$ cat src/rtl/s0_rail_seq.sv
module s0_rail_seq #(
  parameter int DLY_CYC  = 500000,
  parameter int TMO_CYC  = 250000000,
  parameter int SYNC_LEN = 2
) (
  input  logic clk,
  input  logic rst_n,
  input  logic slp_s4_n,
  input  logic slp_s3_n,
  input  logic c10_gate_n,
  input  logic gate_en,
  input  logic mem25_good,
  input  logic mem12_good,
  input  logic sus_ok,
  input  logic vccio_good,
  input  logic core_rdy,
  output logic s3_ok,
  output logic s0_rails_en,
  output logic vccio_en,
  output logic sus_pwrgd,
  output logic core_en,
  output logic sys_pwrok,
  output logic chip_pwrok
);

  localparam int LIM = (TMO_CYC > DLY_CYC) ? TMO_CYC : DLY_CYC;
  localparam int CW  = $clog2(LIM + 1);

  typedef enum logic [3:0] {
    ST_STBY, ST_MEM, ST_S3, ST_SUS, ST_RAIL, ST_VIO,
    ST_SYS, ST_CORE, ST_PWR, ST_ON, ST_DOWN, ST_HOLD
  } st_t;

  st_t st, ret_st;
  logic [SYNC_LEN-1:0] s4_sync, s3_sync;
  logic [CW-1:0] cnt;
  logic [2:0] dstep;
  logic s3_q, s0_q, vio_q, sus_q, core_q, sys_q, chip_q;

  wire s4_s   = s4_sync[SYNC_LEN-1];
  wire s3_s   = s3_sync[SYNC_LEN-1];
  wire tmo    = (cnt == CW'(TMO_CYC - 1));
  wire dly    = (cnt == CW'(DLY_CYC - 1));
  wire upward = (st == ST_SUS) || (st == ST_RAIL) || (st == ST_VIO) || (st == ST_SYS) ||
                (st == ST_CORE) || (st == ST_PWR) || (st == ST_ON);
  wire gating = gate_en && slp_s3_n && (st == ST_ON);

  assign s3_ok       = s3_q;
  assign s0_rails_en = gating ? c10_gate_n : s0_q;
  assign vccio_en    = vio_q;
  assign sus_pwrgd   = sus_q;
  assign core_en     = core_q;
  assign sys_pwrok   = sys_q;
  assign chip_pwrok  = chip_q;

  always_ff @(posedge clk or negedge rst_n) begin
    if (!rst_n) begin
      s4_sync <= '0;
      s3_sync <= '0;
    end else begin
      s4_sync <= {s4_sync[SYNC_LEN-2:0], slp_s4_n};
      s3_sync <= {s3_sync[SYNC_LEN-2:0], slp_s3_n};
    end
  end

  always_ff @(posedge clk or negedge rst_n) begin
    if (!rst_n) begin
      st     <= ST_STBY;
      ret_st <= ST_S3;
      cnt    <= '0;
      dstep  <= '0;
      s3_q   <= 1'b0;
      s0_q   <= 1'b0;
      vio_q  <= 1'b0;
      sus_q  <= 1'b0;
      core_q <= 1'b0;
      sys_q  <= 1'b0;
      chip_q <= 1'b0;
    end else begin
      cnt <= cnt + 1'b1;
      if (upward && !s3_s) begin
        sus_q  <= 1'b0;
        dstep  <= 3'd1;
        ret_st <= ST_S3;
        st     <= ST_DOWN;
      end else begin
        case (st)
          ST_STBY: if (s4_s) begin
            st  <= ST_MEM;
            cnt <= '0;
          end
          ST_MEM: begin
            if (!s4_s) st <= ST_STBY;
            else if (mem25_good && mem12_good) begin
              s3_q <= 1'b1;
              st   <= ST_S3;
            end else if (tmo) st <= ST_HOLD;
          end
          ST_S3: begin
            if (!s4_s) begin
              s3_q <= 1'b0;
              st   <= ST_STBY;
            end else if (s3_s) begin
              st  <= ST_SUS;
              cnt <= '0;
            end
          end
          ST_SUS: begin
            if (sus_ok) begin
              s0_q <= 1'b1;
              st   <= ST_RAIL;
              cnt  <= '0;
            end else if (tmo) begin
              sus_q <= 1'b0; s3_q <= 1'b0; dstep <= 3'd1; ret_st <= ST_HOLD; st <= ST_DOWN;
            end
          end
          ST_RAIL: if (dly) begin
            vio_q <= 1'b1;
            st    <= ST_VIO;
            cnt   <= '0;
          end
          ST_VIO: begin
            if (vccio_good) begin
              sus_q  <= 1'b1;
              core_q <= 1'b1;
              st     <= ST_SYS;
              cnt    <= '0;
            end else if (tmo) begin
              sus_q <= 1'b0; s3_q <= 1'b0; dstep <= 3'd1; ret_st <= ST_HOLD; st <= ST_DOWN;
            end
          end
          ST_SYS: if (dly) begin
            sys_q <= 1'b1;
            st    <= ST_CORE;
            cnt   <= '0;
          end
          ST_CORE: begin
            if (core_rdy) begin
              st  <= ST_PWR;
              cnt <= '0;
            end else if (tmo) begin
              sus_q <= 1'b0; s3_q <= 1'b0; dstep <= 3'd1; ret_st <= ST_HOLD; st <= ST_DOWN;
            end
          end
          ST_PWR: if (dly) begin
            chip_q <= 1'b1;
            st     <= ST_ON;
          end
          ST_DOWN: begin
            dstep <= dstep + 3'd1;
            case (dstep)
              3'd1: chip_q <= 1'b0;
              3'd2: sys_q  <= 1'b0;
              3'd3: core_q <= 1'b0;
              3'd4: s0_q   <= 1'b0;
              default: begin
                vio_q <= 1'b0;
                st    <= ret_st;
              end
            endcase
          end
          ST_HOLD: if (!s4_s) st <= ST_STBY;
          default: ;
        endcase
      end
    end
  end

endmodule

$ cat config.mk
export PLATFORM = sky130hd
export DESIGN_NAME = s0_rail_seq
export DESIGN_NICKNAME = d
export VERILOG_FILES = /design/src/rtl/s0_rail_seq.sv
export SDC_FILE = /design/constraint.sdc
export NUM_CORES = 1
export LEC_CHECK = 0
export CORE_MARGIN = 2
export CORE_UTILIZATION = 45
export DETAILED_ROUTE_END_ITERATION = 8
export DONT_BUFFER_PORTS = 1
export GPL_ROUTABILITY_DRIVEN = 0
export PLACE_DENSITY = 0.6
export SKIP_LAST_GASP = 1
export SLEW_MARGIN = 20
export SYNTH_ARGS = -nofsm -noshare
export SYNTH_HDL_FRONTEND = slang
export SYNTH_SLANG_ARGS = --single-unit
$ cat constraint.sdc
create_clock -name clk -period 5.3 [get_ports clk]
set_input_delay 1.06 -clock clk [delete_from_list [all_inputs] [get_ports clk]]
set_output_delay 1.06 -clock clk [all_outputs]
set_load 0.1 [all_outputs]
Word-level counts from Yosys, hierarchy flattened
Cells that the tools add are included.

Add/subtract/negate cells: 2. Equality and inequality tests: 44. Muxes and demuxes: 66. Bitwise logic cells: 1. Reductions and logical operators: 33.

Operator list (count): $mux 28 (8); $pmux 28 s6 (1); $mux 4 (21); $pmux 4 s11 (1); $add 28x1->28 const B (1); $eq 28x19->1 const B (1); $eq 28x28->1 const B (1); $reduce_and 4->1 (7); $ne 2x2->1 const B (13); $mux 1 (21); $ne 3x2->1 const B (6); $eq 4x3->1 const B (4); $eq 4x4->1 const B (4); $mux 3 (5); $pmux 3 s4 (1); $pmux 4 s3 (1); $reduce_bool 12->1 (1); $pmux 1 s2 (5); $reduce_bool 2->1 (5); $reduce_bool 5->1 (2); $ne 3x3->1 const B (3); $reduce_and 9->1 (1); $eq 4x2->1 const B (2); $reduce_and 8->1 (1); other kinds (19) (30).

Register bits after elaboration: 50. Output and inout bits: 7.

Depth between registers and ports, before layout
Depth in word-level cells: 10. Mapped depth: 7. Depth with buffers taken out: 7.

Worst setup path before layout
Ideal clock, no wire load.

Path kind: input -> output. From: input port gate_en. To: output port s0_rails_en. Data arrival time: 1.715 ns. Required time: 4.240 ns. Setup slack: 2.525 ns. Stages on the path: 2. Buffers on the path: 0. Path through: nand4_1 > mux2_2.

Word-level cells in the longest chain between the ends: 3.

RTL lines: start: declaration (line 11) `input logic gate_en,`; $logic_and 1x1->1 (2 in a row) (line 46) `wire gating = gate_en && slp_s3_n && (st == ST_ON);`; $mux 1 (line 49) `assign s0_rails_en = gating ? c10_gate_n : s0_q;`; end: declaration (line 18) `output logic s0_rails_en,`.

No other way between the ends.

Final worst setup path
From: register st[2]. To: output port s0_rails_en.

Word-level cells in the longest chain between the ends: 3.

RTL lines: start: declaration (line 34) `st_t st, ret_st;`; start signal: assignment (line 158) `st <= ret_st;`; $eq 4x4->1 (line 46); $logic_and 1x1->1 (line 46); $mux 1 (line 49).

No other way between the ends.

==> flow_summary.toml <==
[setup_path]
cp-startpoint = "st[2]"
r2r-start = "st[1]"
critical-path-top-delay-family = "simple AND/OR/NAND/NOR gates"
r2r_setup_slack_ns = 2.53
crit_path_max_incr_delay_ns = 0.63
cp_cell_sequence = "nand2b_1, nor2_1, nand4_1, mux2_2"
path_buf_inv = 0
arrival_ns = 2.29
rr_endpoint = "cnt[14]"
crit_fanout = 20
endpoint_kind = "output pin"
cp_slowest_cell = "mux2_2"
path_class = "reg -> out"
worstRegToRegCells = 5
crit_required_ns = 4.24
startpoint_type = "flop"

[global_routing]
grt_overflow = 0
grt_pass1_wl_um = 10820
groute.usage.overall_pct = 18.92
antenna_found_initial = 0
grt_pass1_vias = 2076
grt_max_degree = 48

[floorplanning]
die_x_um = 83.47
rows = 28
core_um2 = 6026
die_h_um = 83.47
ios = 18
start_util_pct = 47.16
die_area_um2 = 6966

[sta]
slew_violations = 0
fmax_mhz = 298.3
finalClockSkew_ns = 0.009955
min_period_ns = 3.352
tns_ns = 0
setup_viol = 0
fin_ws_ns = 1.948
rsz0062_at_grt = "false"
hold_viol_final = 0
whs_ns = 0.3556
min_period_over_period_pct = 63.24
relSlewSlack_pct = 31.20
tightest_slew_ns = 1.029

[clock_tree]
insertion_delay_ns = 0.31
ctsHoldBuffers = 0
cts_root_buffer = "clkbuf_8"
cts_sinks = 47
cts_resized = 0
clk_path_buf_depth = 2
cts.htree.levels = 2
cts_buffers = 5
cts_tree = "done"
clk_pin_slew_worst_paths_ns = 0.09
postCtsSetupRepairBufs = 0

[routing]
avgViaCountPerCell = 5.990
post_drt_wl_per_cell_um = 16.62
drtIter0Drc = 185
routed_wl_um = 6348
drc = 0
num_vias = 2288
final_antenna_net_count = 0
drt_pass1_iterations = 4

[yosys]
yosys_warnings = 0
synth_edf_count = 0
ys_seq_elements = 47
synthTopCellsByCount = "50 x nor2_1, 47 x dfrtp_1, 22 x xor2_1"
syn_area_um2 = 2841
postSynthCellCount = 315
syn-num-nets = 332
ys_seq_area_share_pct = 41.39
synth.most_common_cell = "nor2_1"
yosys.area.top_type = "dfrtp_1"
synth_ff_type = "dfrtp_1"
yosys.area.top_type_share_pct = 41.39
yosys-top-cells-area = "dfrtp_1 41%, xor2_1 6.8%, nor2_1 6.6%"
synth_cell_types = 55
synthArstFlopShare_pct = 100.0
syn_avg_cell_area_um2 = 9.021

[hold_path]
min_delay_worst_endpoint = "s4_sync[1]"
holdCritPathClass = "reg -> reg"
hp-start = "s4_sync[0]"
min_path_cells = 0

[run]
drv_cap = 0

[placement]
port_buffers = 0
preCtsSetupSlack_ns = 2.331
dp_hpwl_um = 4403
dpl-instance-area_um2 = 2845

[pwr]
p_leak_nw = 1.226
p_comb_share_pct = 41.1
vdd_drop_max_uv = 338.8
p_clk_share_pct = 16.5
p_seq_share_pct = 42.4
p_per_area_nw_per_um2 = 458.1
p_int_w = 0.0007246
p_sw_share_pct = 46.18
p_sw_w = 0.0006217

[cells_and_area]
num-nets-final = 323
diodes = 0
final_util_pct = 48.77
fin_area_um2 = 2939
area_delta_synth_final_pct = 3.435
final_layout_size_suffix_gt1_share_pct = 5.863

[outcome]
status = "finished clean"
## worst register-to-register path, delay by kind of cell (launching register included)
| kind | cells | cell delay, ns |
|---|---|---|
| compound gates | 1 | 0.24 |
| flops | 1 | 0.84 |
| simple gates | 4 | 1.53 |
## cell families after synthesis
kind of cell	Yosys count	synth area share, %
multiplexers	3	1.145
AO/OA/AOI/OAI	56	14.18
XOR/XNOR	26	8.014
flip-flops	47	41.39
buffers and inverters	24	4.227
AND/OR/NAND/NOR	153	28.40
adder cells (fa/ha/maj)	6	2.642
## layout by cell type (no fill, tap or decap), drive strengths merged, types with 3 or more instances in the layout
cell type and n:
xor2 22, inv 9, xnor2 4, a21oi 13, o21a 6, nand4 14, and4 5, nor3b 3
nor4b 3, nand2 20, a31oi 3, and3 5, nor2 50, nand2b 6, o21ai 8, dfrtp 47
clkbuf 6, ha 6, nor4 3, nor2b 6, nor3 6, and2 4, nand3 17
## metrics by stage
step / power, W / instances
after floorplan: 0.001046 / 315
after global placement: 0.001122 / 374
after detailed placement: 0.001124 / 374
after CTS: 0.001347 / 382
after global routing: 0.001445 / 382
final: 0.001346 / 382
## flip-flops by register name (all words and copies together) (netlist names)
name and flops:
cnt 28, s3_ok 1, dstep 3, st 4, s0_q 1, ret_st 1, vccio_en 1, s4_sync 2
s3_sync 2, sys_pwrok 1, sus_pwrgd 1, core_en 1, chip_pwrok 1
## how the worst max path moves through the flow
stage,end,slack (ns),cells after the start
after floorplan,s0_rails_en,2.53,2
after global placement,s0_rails_en,2.38,4
after detailed placement,s0_rails_en,2.33,4
after CTS,s0_rails_en,2.00,4
after global routing,s0_rails_en,1.84,4
final,s0_rails_en,1.95,4
## per-layer routing
| metal | share of wire (%) | wire length [µm] | vias up | GRT usage, % |
|---|---|---|---|---|
| li1 | - | - | 1118 | - |
| met1 | 52 | 3300 | 1096 | 29.99 |
| met2 | 41 | 2628 | 64 | 25.29 |
| met3 | 5.2 | 329 | 10 | 4.253 |
| met4 | 1.4 | 90 | 0 | 5.718 |
| met5 | 0 | 0 | - | 0 |
## power by group through the flow
stage	clock (W)	combinational [W]	sequential (W)
floorplan	0	0.000555	0.000491
finish	0.000223	0.000553	0.000571
detailed placement	0	0.000549	0.000575
global route	0.000242	0.000617	0.000586
CTS	0.000228	0.000551	0.000568
global placement	0	0.000549	0.000573
## cell type report
| cell class | instances | area [µm²] |
|---|---|---|
| well taps | 75 | 93.84 |
| inverters | 8 | 30.03 |
| clock buffers | 6 | 72.57 |
| flip-flops and latches | 47 | 1176 |
| multi-input cells | 244 | 1550 |
| fillers | 594 | 3087 |
| clock inverters | 2 | 16.27 |
Note: power is estimated with default switching activity, not from simulation.
